==> src/rtl/cseq_pkg.sv <==
package cseq_pkg;
  typedef enum logic [2:0] {
    ST_IDLE = 3'd0,
    ST_K1   = 3'd1,
    ST_K2   = 3'd2,
    ST_X3   = 3'd3,
    ST_X4   = 3'd4,
    ST_X5   = 3'd5
  } step_t;

  typedef enum logic [2:0] {
    ACT_NONE    = 3'd0,
    ACT_ENABLE  = 3'd1,
    ACT_UNPROT  = 3'd2,
    ACT_ID_ON   = 3'd3,
    ACT_ID_OFF  = 3'd4
  } act_t;

  localparam logic [7:0] CODE_KEY_A  = 8'hAA;
  localparam logic [7:0] CODE_KEY_B  = 8'h55;
  localparam logic [7:0] CODE_ARM    = 8'hA0;
  localparam logic [7:0] CODE_EXT    = 8'h80;
  localparam logic [7:0] CODE_ID_OFF = 8'hF0;
  localparam logic [7:0] CODE_UNPROT = 8'h20;
  localparam logic [7:0] CODE_ID_ON  = 8'h60;
endpackage

==> src/rtl/cseq_match.sv <==
module cseq_match
  import cseq_pkg::*;
#(
  parameter int CMD_AW = 15,
  parameter logic [CMD_AW-1:0] KEY_ADDR_A = 15'h5555,
  parameter logic [CMD_AW-1:0] KEY_ADDR_B = 15'h2AAA
) (
  input  step_t             step,
  input  logic [CMD_AW-1:0] addr_lo,
  input  logic [7:0]        data,
  output logic              hit,
  output step_t             step_nxt,
  output act_t              act
);
  logic at_a, at_b;

  always_comb begin
    at_a     = (addr_lo == KEY_ADDR_A);
    at_b     = (addr_lo == KEY_ADDR_B);
    hit      = 1'b0;
    step_nxt = ST_IDLE;
    act      = ACT_NONE;
    unique case (step)
      ST_IDLE: if (at_a && data == CODE_KEY_A) begin
        hit = 1'b1; step_nxt = ST_K1;
      end
      ST_K1: if (at_b && data == CODE_KEY_B) begin
        hit = 1'b1; step_nxt = ST_K2;
      end
      ST_K2: if (at_a) begin
        if (data == CODE_ARM) begin
          hit = 1'b1; act = ACT_ENABLE;
        end else if (data == CODE_EXT) begin
          hit = 1'b1; step_nxt = ST_X3;
        end else if (data == CODE_ID_OFF) begin
          hit = 1'b1; act = ACT_ID_OFF;
        end
      end
      ST_X3: if (at_a && data == CODE_KEY_A) begin
        hit = 1'b1; step_nxt = ST_X4;
      end
      ST_X4: if (at_b && data == CODE_KEY_B) begin
        hit = 1'b1; step_nxt = ST_X5;
      end
      ST_X5: if (at_a) begin
        if (data == CODE_UNPROT) begin
          hit = 1'b1; act = ACT_UNPROT;
        end else if (data == CODE_ID_ON) begin
          hit = 1'b1; act = ACT_ID_ON;
        end
      end
      default: ;
    endcase
  end
endmodule

==> src/rtl/cseq_state.sv <==
module cseq_state
  import cseq_pkg::*;
(
  input  logic  clk,
  input  logic  rst_n,
  input  logic  take,
  input  logic  hit,
  input  step_t step_nxt,
  input  act_t  act,
  input  logic  load_close,
  output step_t step,
  output logic  prot_q,
  output logic  id_q,
  output logic  win_q
);
  logic seq_live;

  assign seq_live = take && !win_q;

  always_ff @(posedge clk or negedge rst_n) begin
    if (!rst_n) begin
      step   <= ST_IDLE;
      prot_q <= 1'b0;
      id_q   <= 1'b0;
      win_q  <= 1'b0;
    end else begin
      if (seq_live) begin
        step <= hit ? step_nxt : ST_IDLE;
        if (hit) begin
          unique case (act)
            ACT_ENABLE: begin prot_q <= 1'b1; win_q <= 1'b1; end
            ACT_UNPROT: prot_q <= 1'b0;
            ACT_ID_ON:  id_q   <= 1'b1;
            ACT_ID_OFF: id_q   <= 1'b0;
            default: ;
          endcase
        end
      end
      if (load_close && win_q) win_q <= 1'b0;
    end
  end
endmodule

==> src/rtl/cseq_id_rd.sv <==
module cseq_id_rd #(
  parameter int ADDR_W = 17,
  parameter logic [7:0] MFR_CODE = 8'hBF,
  parameter logic [7:0] DEV_CODE = 8'h07
) (
  input  logic              id_q,
  input  logic [ADDR_W-1:0] rd_addr,
  output logic              hit,
  output logic [7:0]        data
);
  localparam int HI_W = ADDR_W - 1;

  always_comb begin
    hit  = id_q && (rd_addr[ADDR_W-1:1] == {HI_W{1'b0}});
    data = 8'h00;
    if (hit) data = rd_addr[0] ? DEV_CODE : MFR_CODE;
  end
endmodule

==> src/rtl/jedec_cmd_decoder.sv <==
module jedec_cmd_decoder
  import cseq_pkg::*;
#(
  parameter int ADDR_W = 17,
  parameter int CMD_AW = 15
) (
  input  logic              clk,
  input  logic              rst_n,
  input  logic              wr_valid,
  output logic              wr_ready,
  input  logic [ADDR_W-1:0] wr_addr,
  input  logic [7:0]        wr_data,
  output logic              wr_is_cmd,
  output logic              wr_load_ok,
  input  logic              load_close,
  output logic              prot_on,
  output logic              id_mode,
  output logic              win_open,
  input  logic [ADDR_W-1:0] rd_addr,
  output logic              rd_id_hit,
  output logic [7:0]        rd_id_data
);
  step_t step, step_nxt;
  act_t  act;
  logic  hit, take;

  assign wr_ready = 1'b1;
  assign take     = wr_valid && wr_ready;

  cseq_match #(.CMD_AW(CMD_AW)) u_match (
    .step     (step),
    .addr_lo  (wr_addr[CMD_AW-1:0]),
    .data     (wr_data),
    .hit      (hit),
    .step_nxt (step_nxt),
    .act      (act)
  );

  cseq_state u_state (
    .clk        (clk),
    .rst_n      (rst_n),
    .take       (take),
    .hit        (hit),
    .step_nxt   (step_nxt),
    .act        (act),
    .load_close (load_close),
    .step       (step),
    .prot_q     (prot_on),
    .id_q       (id_mode),
    .win_q      (win_open)
  );

  cseq_id_rd #(.ADDR_W(ADDR_W)) u_idrd (
    .id_q    (id_mode),
    .rd_addr (rd_addr),
    .hit     (rd_id_hit),
    .data    (rd_id_data)
  );

  always_comb begin
    wr_is_cmd  = 1'b0;
    wr_load_ok = 1'b0;
    if (take) begin
      if (win_open) begin
        wr_load_ok = 1'b1;
      end else if (hit) begin
        wr_is_cmd = 1'b1;
      end else begin
        wr_load_ok = !prot_on;
      end
    end
  end
endmodule

==> config.mk <==
export PLATFORM = sky130hd
export DESIGN_NAME = jedec_cmd_decoder
export DESIGN_NICKNAME = d
export VERILOG_FILES = /design/src/rtl/cseq_pkg.sv /design/src/rtl/cseq_match.sv /design/src/rtl/cseq_state.sv /design/src/rtl/cseq_id_rd.sv /design/src/rtl/jedec_cmd_decoder.sv
export SDC_FILE = /design/constraint.sdc
export NUM_CORES = 1
export LEC_CHECK = 0
export CAP_MARGIN = 0
export CELL_PAD_IN_SITES_DETAIL_PLACEMENT = 1
export CELL_PAD_IN_SITES_GLOBAL_PLACEMENT = 1
export CORE_MARGIN = 4
export CORE_UTILIZATION = 21
export CTS_CLUSTER_SIZE = 40
export DETAILED_ROUTE_END_ITERATION = 12
export GPL_TIMING_DRIVEN = 0
export PLACE_DENSITY = 0.86
export SLEW_MARGIN = 5
export SYNTH_ARGS = -nofsm -noshare
export SYNTH_HDL_FRONTEND = slang
export SYNTH_SLANG_ARGS = --single-unit
==> constraint.sdc <==
create_clock -name clk -period 2.5 [get_ports clk]
set_clock_uncertainty 0.2 [all_clocks]
set_input_delay 0.375 -clock clk [delete_from_list [all_inputs] [get_ports clk]]
set_output_delay 0.375 -clock clk [all_outputs]
set_load 0.1 [all_outputs]
==> flow_summary_export.csv, run 1 <==
group,metric,value,unit
outcome,status,"finished, violations left",
outcome,failed_checks,"negative setup slack",
synthesis,synth.distinct_cells,40,
pwr,p_per_area,186,nW/um^2
timing,timing.final.crit_share,108,%
layout,drive_above_1_share,40.9,%
die,core_area,3390,um^2
setup_path,end_kind,"output pin",
timing,max_slew_margin,34.1,%
die,start_util,22.1,%
placed_design,place_area,1490,um^2
layout,finalNonFillerCells,210,
setup_path,rr_worst_depth,6,
timing,setup_viol,2,
synthesis,synth_compound_area_share,14.0,%
die,rows,21,
clock_tree,cts.sinks,6,
global_routing,grt_max_degree,8,
synthesis,avgSynthCellArea,8.22,um^2
timing,final_max_slew_viol_count,0,
synthesis,yosysWarnings,0,
detailed_routing,initialDrtViolationCount,11,
synthesis,synth-adder-area-share,0,%
global_routing,grt_util_all_layers,15.5,%
placed_design,globalplace.congestion,0.847,
detailed_routing,vias_per_cell,5.08,
clock_tree,clockBufferDepth,2,
timing,hold_viol,0,
clock_tree,cts_buffers,3,
global_routing,overflow,0,
synthesis,synth_top_area_cell,"dfrtp_1",
synthesis,synth_area_leaders,"dfrtp_1 20%, buf_4 8.0%, and4bb_2 5.0%",
global_routing,grt_pass1_wl,5430,um
global_routing,grt_pass1_vias,1156,
die,die_width,67.7,um
timing,worst-slew-pin-transition,0.985,ns
setup_path,worstSetupStartpointType,"register",
clock_tree,clock-root-buffer,"clkbuf_4",
synthesis,synth_mux_area_share,0,%
setup_path,regToRegStartpoint,"u_state.step[2]$_DFFE_PN0P_",
timing,layout_setup_ws,-0.192,ns
setup_path,worstPathMaxFanout,2,
synthesis,synth_edf_count,0,
placed_design,pre_cts_ws,-1.59,ns
pwr,power.static_leakage,0.000687,uW
setup_path,cp.arrival,2.12,ns
layout,mostFrequentLayoutCell,"dlygate4sd2_1",
placed_design,place_inst,193,
timing,fmax,371,MHz
setup_path,required,1.92,ns
placed_design,io_buffer_count,56,
synthesis,syn_inst,91,
detailed_routing,drcViolationCount,0,
synthesis,synth_xor_area_share,0,%
synthesis,synth.net_count,137,
clock_tree,clk_latency,0.25,ns
worst_hold_path,hp-class,"input port to async pin",
layout,antennaDiodeCount,0,
setup_path,r2r_end,"u_state.step[0]$_DFFE_PN0P_",
placed_design,dp_hpwl,2460,um
layout,final_area,1700,um^2
detailed_routing,wl_per_cell,16.7,um
layout,area_growth,127,%
clock_tree,htree_num_levels,1,
detailed_routing,firstDrtPassIters,4,
global_routing,antenna_found_initial,0,
job,drv_cap,0,
die,io-pin-count,61,
die,die_h,67.7,um
synthesis,postSynth.asyncResetShare,100,%
clock_tree,cts_tree,"yes",
setup_path,startpoint,"u_state.step[1]$_DFFE_PN0P_",
synthesis,synth_flop_cell,"dfrtp_1",
synthesis,synth_simple_gate_area_share,54.7,%
die,die-area,4580,um^2
synthesis,synth_top_family_by_area,"simple AND/OR/NAND/NOR gates",
timing,rsz0062_at_grt,"yes",
pwr,ir_worst_vdd,0.0970,mV
layout,final_cell_mix,"26 x dlygate4sd2_1, 21 x buf_4, 11 x clkdlybuf4s50_1",
clock_tree,ctsHoldBuffers,0,
setup_path,path_class,"register to output pin",
synthesis,ys_seq_elements,6,
setup_path,r2r_slack,0.58,ns
synthesis,synth.cell_area,748,um^2
synthesis,synth-seq-area-share,20.1,%
synthesis,synth_top_area_share,20.1,%
detailed_routing,routed-via-count,1066,
layout,finalNetCount,211,
detailed_routing,drtAntennaViolNets,0,
setup_path,crit_path_end,"wr_is_cmd",
detailed_routing,totalWireLength,3520,um
timing,fin_crit,2.69,ns
clock_tree,clk_pin_slew_worst_paths,0.05,ns
-- synth_stat cells, types with 3 or more instances --
| cell | count |
|---|---|
| inv_1 | 3 |
| nand2_1 | 6 |
| buf_4 | 8 |
| dfrtp_1 | 6 |
| a21oi_1 | 3 |
| o21ai_0 | 4 |
| nor3_1 | 6 |
| and4bb_2 | 3 |
| nor2_1 | 7 |
| nand4_1 | 6 |
| nor4_1 | 6 |
-- routing by layer --
layer  GRT usage [%]  vias to the layer above  wire [um]
met5               0                        -          0
met4            3.54                        0         86
met3            4.66                        8        244
met2            29.0                       50       1840
met1            16.9                      511       1340
li1                -                      497          -
-- how the worst min path moves through the flow --
stage | start | to | slack [ns]
2_1_floorplan | rst_n | u_state.prot_q$_DFFE_PN0P_ | -0.12
3_3_place_gp | u_state.prot_q$_DFFE_PN0P_ | u_state.prot_q$_DFFE_PN0P_ | 0.36
3_5_place_dp | u_state.prot_q$_DFFE_PN0P_ | u_state.prot_q$_DFFE_PN0P_ | 0.37
4_1_cts | rst_n | u_state.win_q$_DFFE_PN0P_ | 0.19
5_1_grt | rst_n | u_state.win_q$_DFFE_PN0P_ | 0.18
6_report | rst_n | u_state.step[1]$_DFFE_PN0P_ | 0.18
-- cell type report --
class,count,area (um^2)
buffer,8,97.6
clock buffer,4,26.3
fill,379,1690
inverter,3,11.3
multi-input combinational,73,686
sequential,6,158
tap,46,57.6
timing repair buffer,70,666
-- worst max-delay path, stage by stage, from the launching register on --
cell and delay [ns]:
dfrtp_2 0.42, nor4bb_4 0.25, nand3b_1 0.19, a2111oi_4 0.44
or3_4 0.22, o311a_4 0.17, buf_12 0.17
-- logic make-up after synthesis --
group	after synthesis
and+or+nand+nor	57
AOI/OAI and AO/OA	14
DFF	6
buffers and inverters	12
other	2
-- sequential cells by signal (all words and copies together), names as in the netlist --
name,count
u_state.id_q,1
u_state.prot_q,1
u_state.step,3
u_state.win_q,1
-- report_power, final --
group / leakage [uW] / switching, uW / internal, uW
logic: 0.000602 / 54.9 / 61.2
registers: 0.0000706 / 1.81 / 98.7
clock network: 0.0000150 / 39.9 / 60.8
-- through the flow --
stage          total power, uW  utilization [%]  TNS, ns  hold slack, ns
6_report                   317             50.2   -0.338           0.176
5_1_grt                    340             50.2   -0.876           0.184
3_3_place_gp               220             43.8   -11.51           0.365
4_1_cts                    315             49.8   -0.499           0.187
2_1_floorplan              138                -    -7.76          -0.121
3_5_place_dp               223             43.8   -12.14           0.369
-- repair_timing --
| action | 4_1_cts | 5_1_grt |
|---|---|---|
| endpoints found under the setup margin | 10 | 10 |
| pin swaps | 18 | 6 |
| resized for setup | 128 | 12 |
| buffers inserted | 13 | 1 |
(Power assumes the default switching activity.)
==> run 2, diff against run 1 <==
RECOVER_POWER = 25   (was not set)
SKIP_CTS_REPAIR_TIMING = 1   (was not set)
clock period = 2.6 ns   (was 2.5 ns; I/O delays follow)
==> flow_summary_export.csv, run 2 (synthesis gave the netlist of run 1 again) <==
group,metric,value,unit
outcome,status,"finished, violations left",
outcome,failed_checks,"negative setup slack",
timing,hold_viol,0,
clock_tree,htree_num_levels,1,
clock_tree,cts_tree,"yes",
global_routing,antenna_found_initial,0,
detailed_routing,wl_met1,1380,um
timing,rsz0062_at_grt,"yes",
timing,holdWs,0.253,ns
setup_path,regToRegStartpoint,"u_state.win_q$_DFFE_PN0P_",
detailed_routing,dr.max_layer_used,"met4",
pwr,ir_worst_vdd,0.103,mV
global_routing,grt_util_all_layers,14.6,%
setup_path,required,2.01,ns
layout,nFillCells,371,
clock_tree,cts.sinks,6,
placed_design,dp_hpwl,2760,um
setup_path,path_class,"register to output pin",
layout,regMostFlops,"u_state.step",
setup_path,cp.arrival,2.17,ns
layout,mostFrequentLayoutCell,"dlymetal6s2s_1",
placed_design,io_buffer_count,56,
job,drv_cap,0,
timing,setup_viol,2,
layout,register_area,156,um^2
detailed_routing,routed-via-count,1050,
clock_tree,clockBufferDepth,2,
layout,area_growth,138,%
placed_design,place_inst,193,
layout,post-route-util,52.5,%
timing,final.setup.tns,-0.275,ns
layout,multi_input_area,648,um^2
timing,timing.final.crit_share,106,%
pwr,p_per_area,177,nW/um^2
timing,fin_crit,2.76,ns
layout,finalNonFillerCells,209,
detailed_routing,drcViolationCount,0,
global_routing,grt_max_degree,10,
setup_path,r2r_end,"u_state.prot_q$_DFFE_PN0P_",
worst_hold_path,hp-class,"input port to async pin",
setup_path,end_kind,"output pin",
detailed_routing,drtAntennaViolNets,0,
layout,antennaDiodeCount,0,
die,die_h,67.7,um
clock_tree,clk_pin_slew_worst_paths,0.05,ns
layout,finalNetCount,210,
setup_path,r2r_slack,0.81,ns
detailed_routing,wl_met2,2350,um
die,core_area,3390,um^2
timing,final_max_slew_viol_count,0,
timing,layout_setup_ws,-0.162,ns
timing,worst-slew-pin-transition,0.990,ns
detailed_routing,met3_length,249,um
detailed_routing,totalWireLength,4070,um
global_routing,overflow,0,
clock_tree,cts_buffers,3,
global_routing,grt_pass1_vias,1119,
detailed_routing,initialDrtViolationCount,10,
layout,final_cell_mix,"34 x dlymetal6s2s_1, 17 x buf_4, 11 x clkdlybuf4s50_1",
pwr,power.static_leakage,0.000940,uW
setup_path,worstSetupStartpointType,"register",
timing,fmax,362,MHz
detailed_routing,vias_per_cell,5.02,
die,rows,21,
die,start_util,22.1,%
layout,largest_register_ffs,3,
setup_path,worstPathMaxFanout,8,
clock_tree,clk_latency,0.26,ns
timing,max_slew_margin,33.8,%
layout,drive_above_1_share,38.0,%
die,io-pin-count,61,
placed_design,globalplace.congestion,0.836,
die,die-area,4580,um^2
global_routing,grt_pass1_wl,5090,um
detailed_routing,wl_per_cell,19.4,um
die,die_width,67.7,um
setup_path,rr_worst_depth,5,
clock_tree,clock-root-buffer,"clkbuf_4",
detailed_routing,firstDrtPassIters,4,
-- run 2: routing by layer --
metal  up-vias  GRT usage (%)
met5         -              0
met4         0           1.27
met3         8           4.99
met2        48           30.3
met1       500           14.0
li1        494              -
-- run 2: layout make-up --
cell class,count,share of cell area (%)
buffer,9,6.12
clock buffer,4,1.48
inverter,3,0.633
multi-input combinational,73,36.4
sequential,6,8.79
tap,46,3.23
timing repair buffer,68,43.3
-- run 2: worst max path at each step --
stage	cells after the start	endpoint	startpoint	slack (ns)
finish	7	wr_is_cmd	u_state.step[1]$_DFFE_PN0P_	-0.16
global route	7	wr_is_cmd	u_state.step[1]$_DFFE_PN0P_	-0.28
CTS	7	wr_is_cmd	wr_data[5]	-1.36
detailed placement	7	wr_is_cmd	wr_data[5]	-1.35
global placement	6	wr_is_cmd	wr_data[5]	-1.31
floorplan	5	rd_id_data[4]	u_state.id_q$_DFFE_PN0P_	-1.24
-- run 2: critical path, stage by stage (launching register included) --
cell and delay (ns):
dfrtp_1 0.37, buf_6 0.14, nor4bb_4 0.28, nand3b_1 0.15, a2111oi_2 0.41, or3_4 0.22, o311a_4 0.17, buf_12 0.17
-- run 2: through the flow --
| step | total power [uW] | cell area (um^2) | worst slack, ns |
|---|---|---|---|
| detailed placement | 217 | 1480 | -1.35 |
| global route | 333 | 1780 | -0.282 |
| floorplan | 133 | 857 | -1.24 |
| finish | 316 | 1780 | -0.162 |
| CTS | 314 | 1500 | -1.36 |
| global placement | 212 | 1480 | -1.31 |
-- run 2: power breakdown --
| group | internal, uW | switching (uW) | leakage [uW] |
|---|---|---|---|
| clock | 58.6 | 40.3 | 0.0000150 |
| sequential | 94.9 | 2.76 | 0.0000722 |
| combinational | 66.5 | 52.6 | 0.000852 |
| total | 220 | 95.7 | 0.000940 |
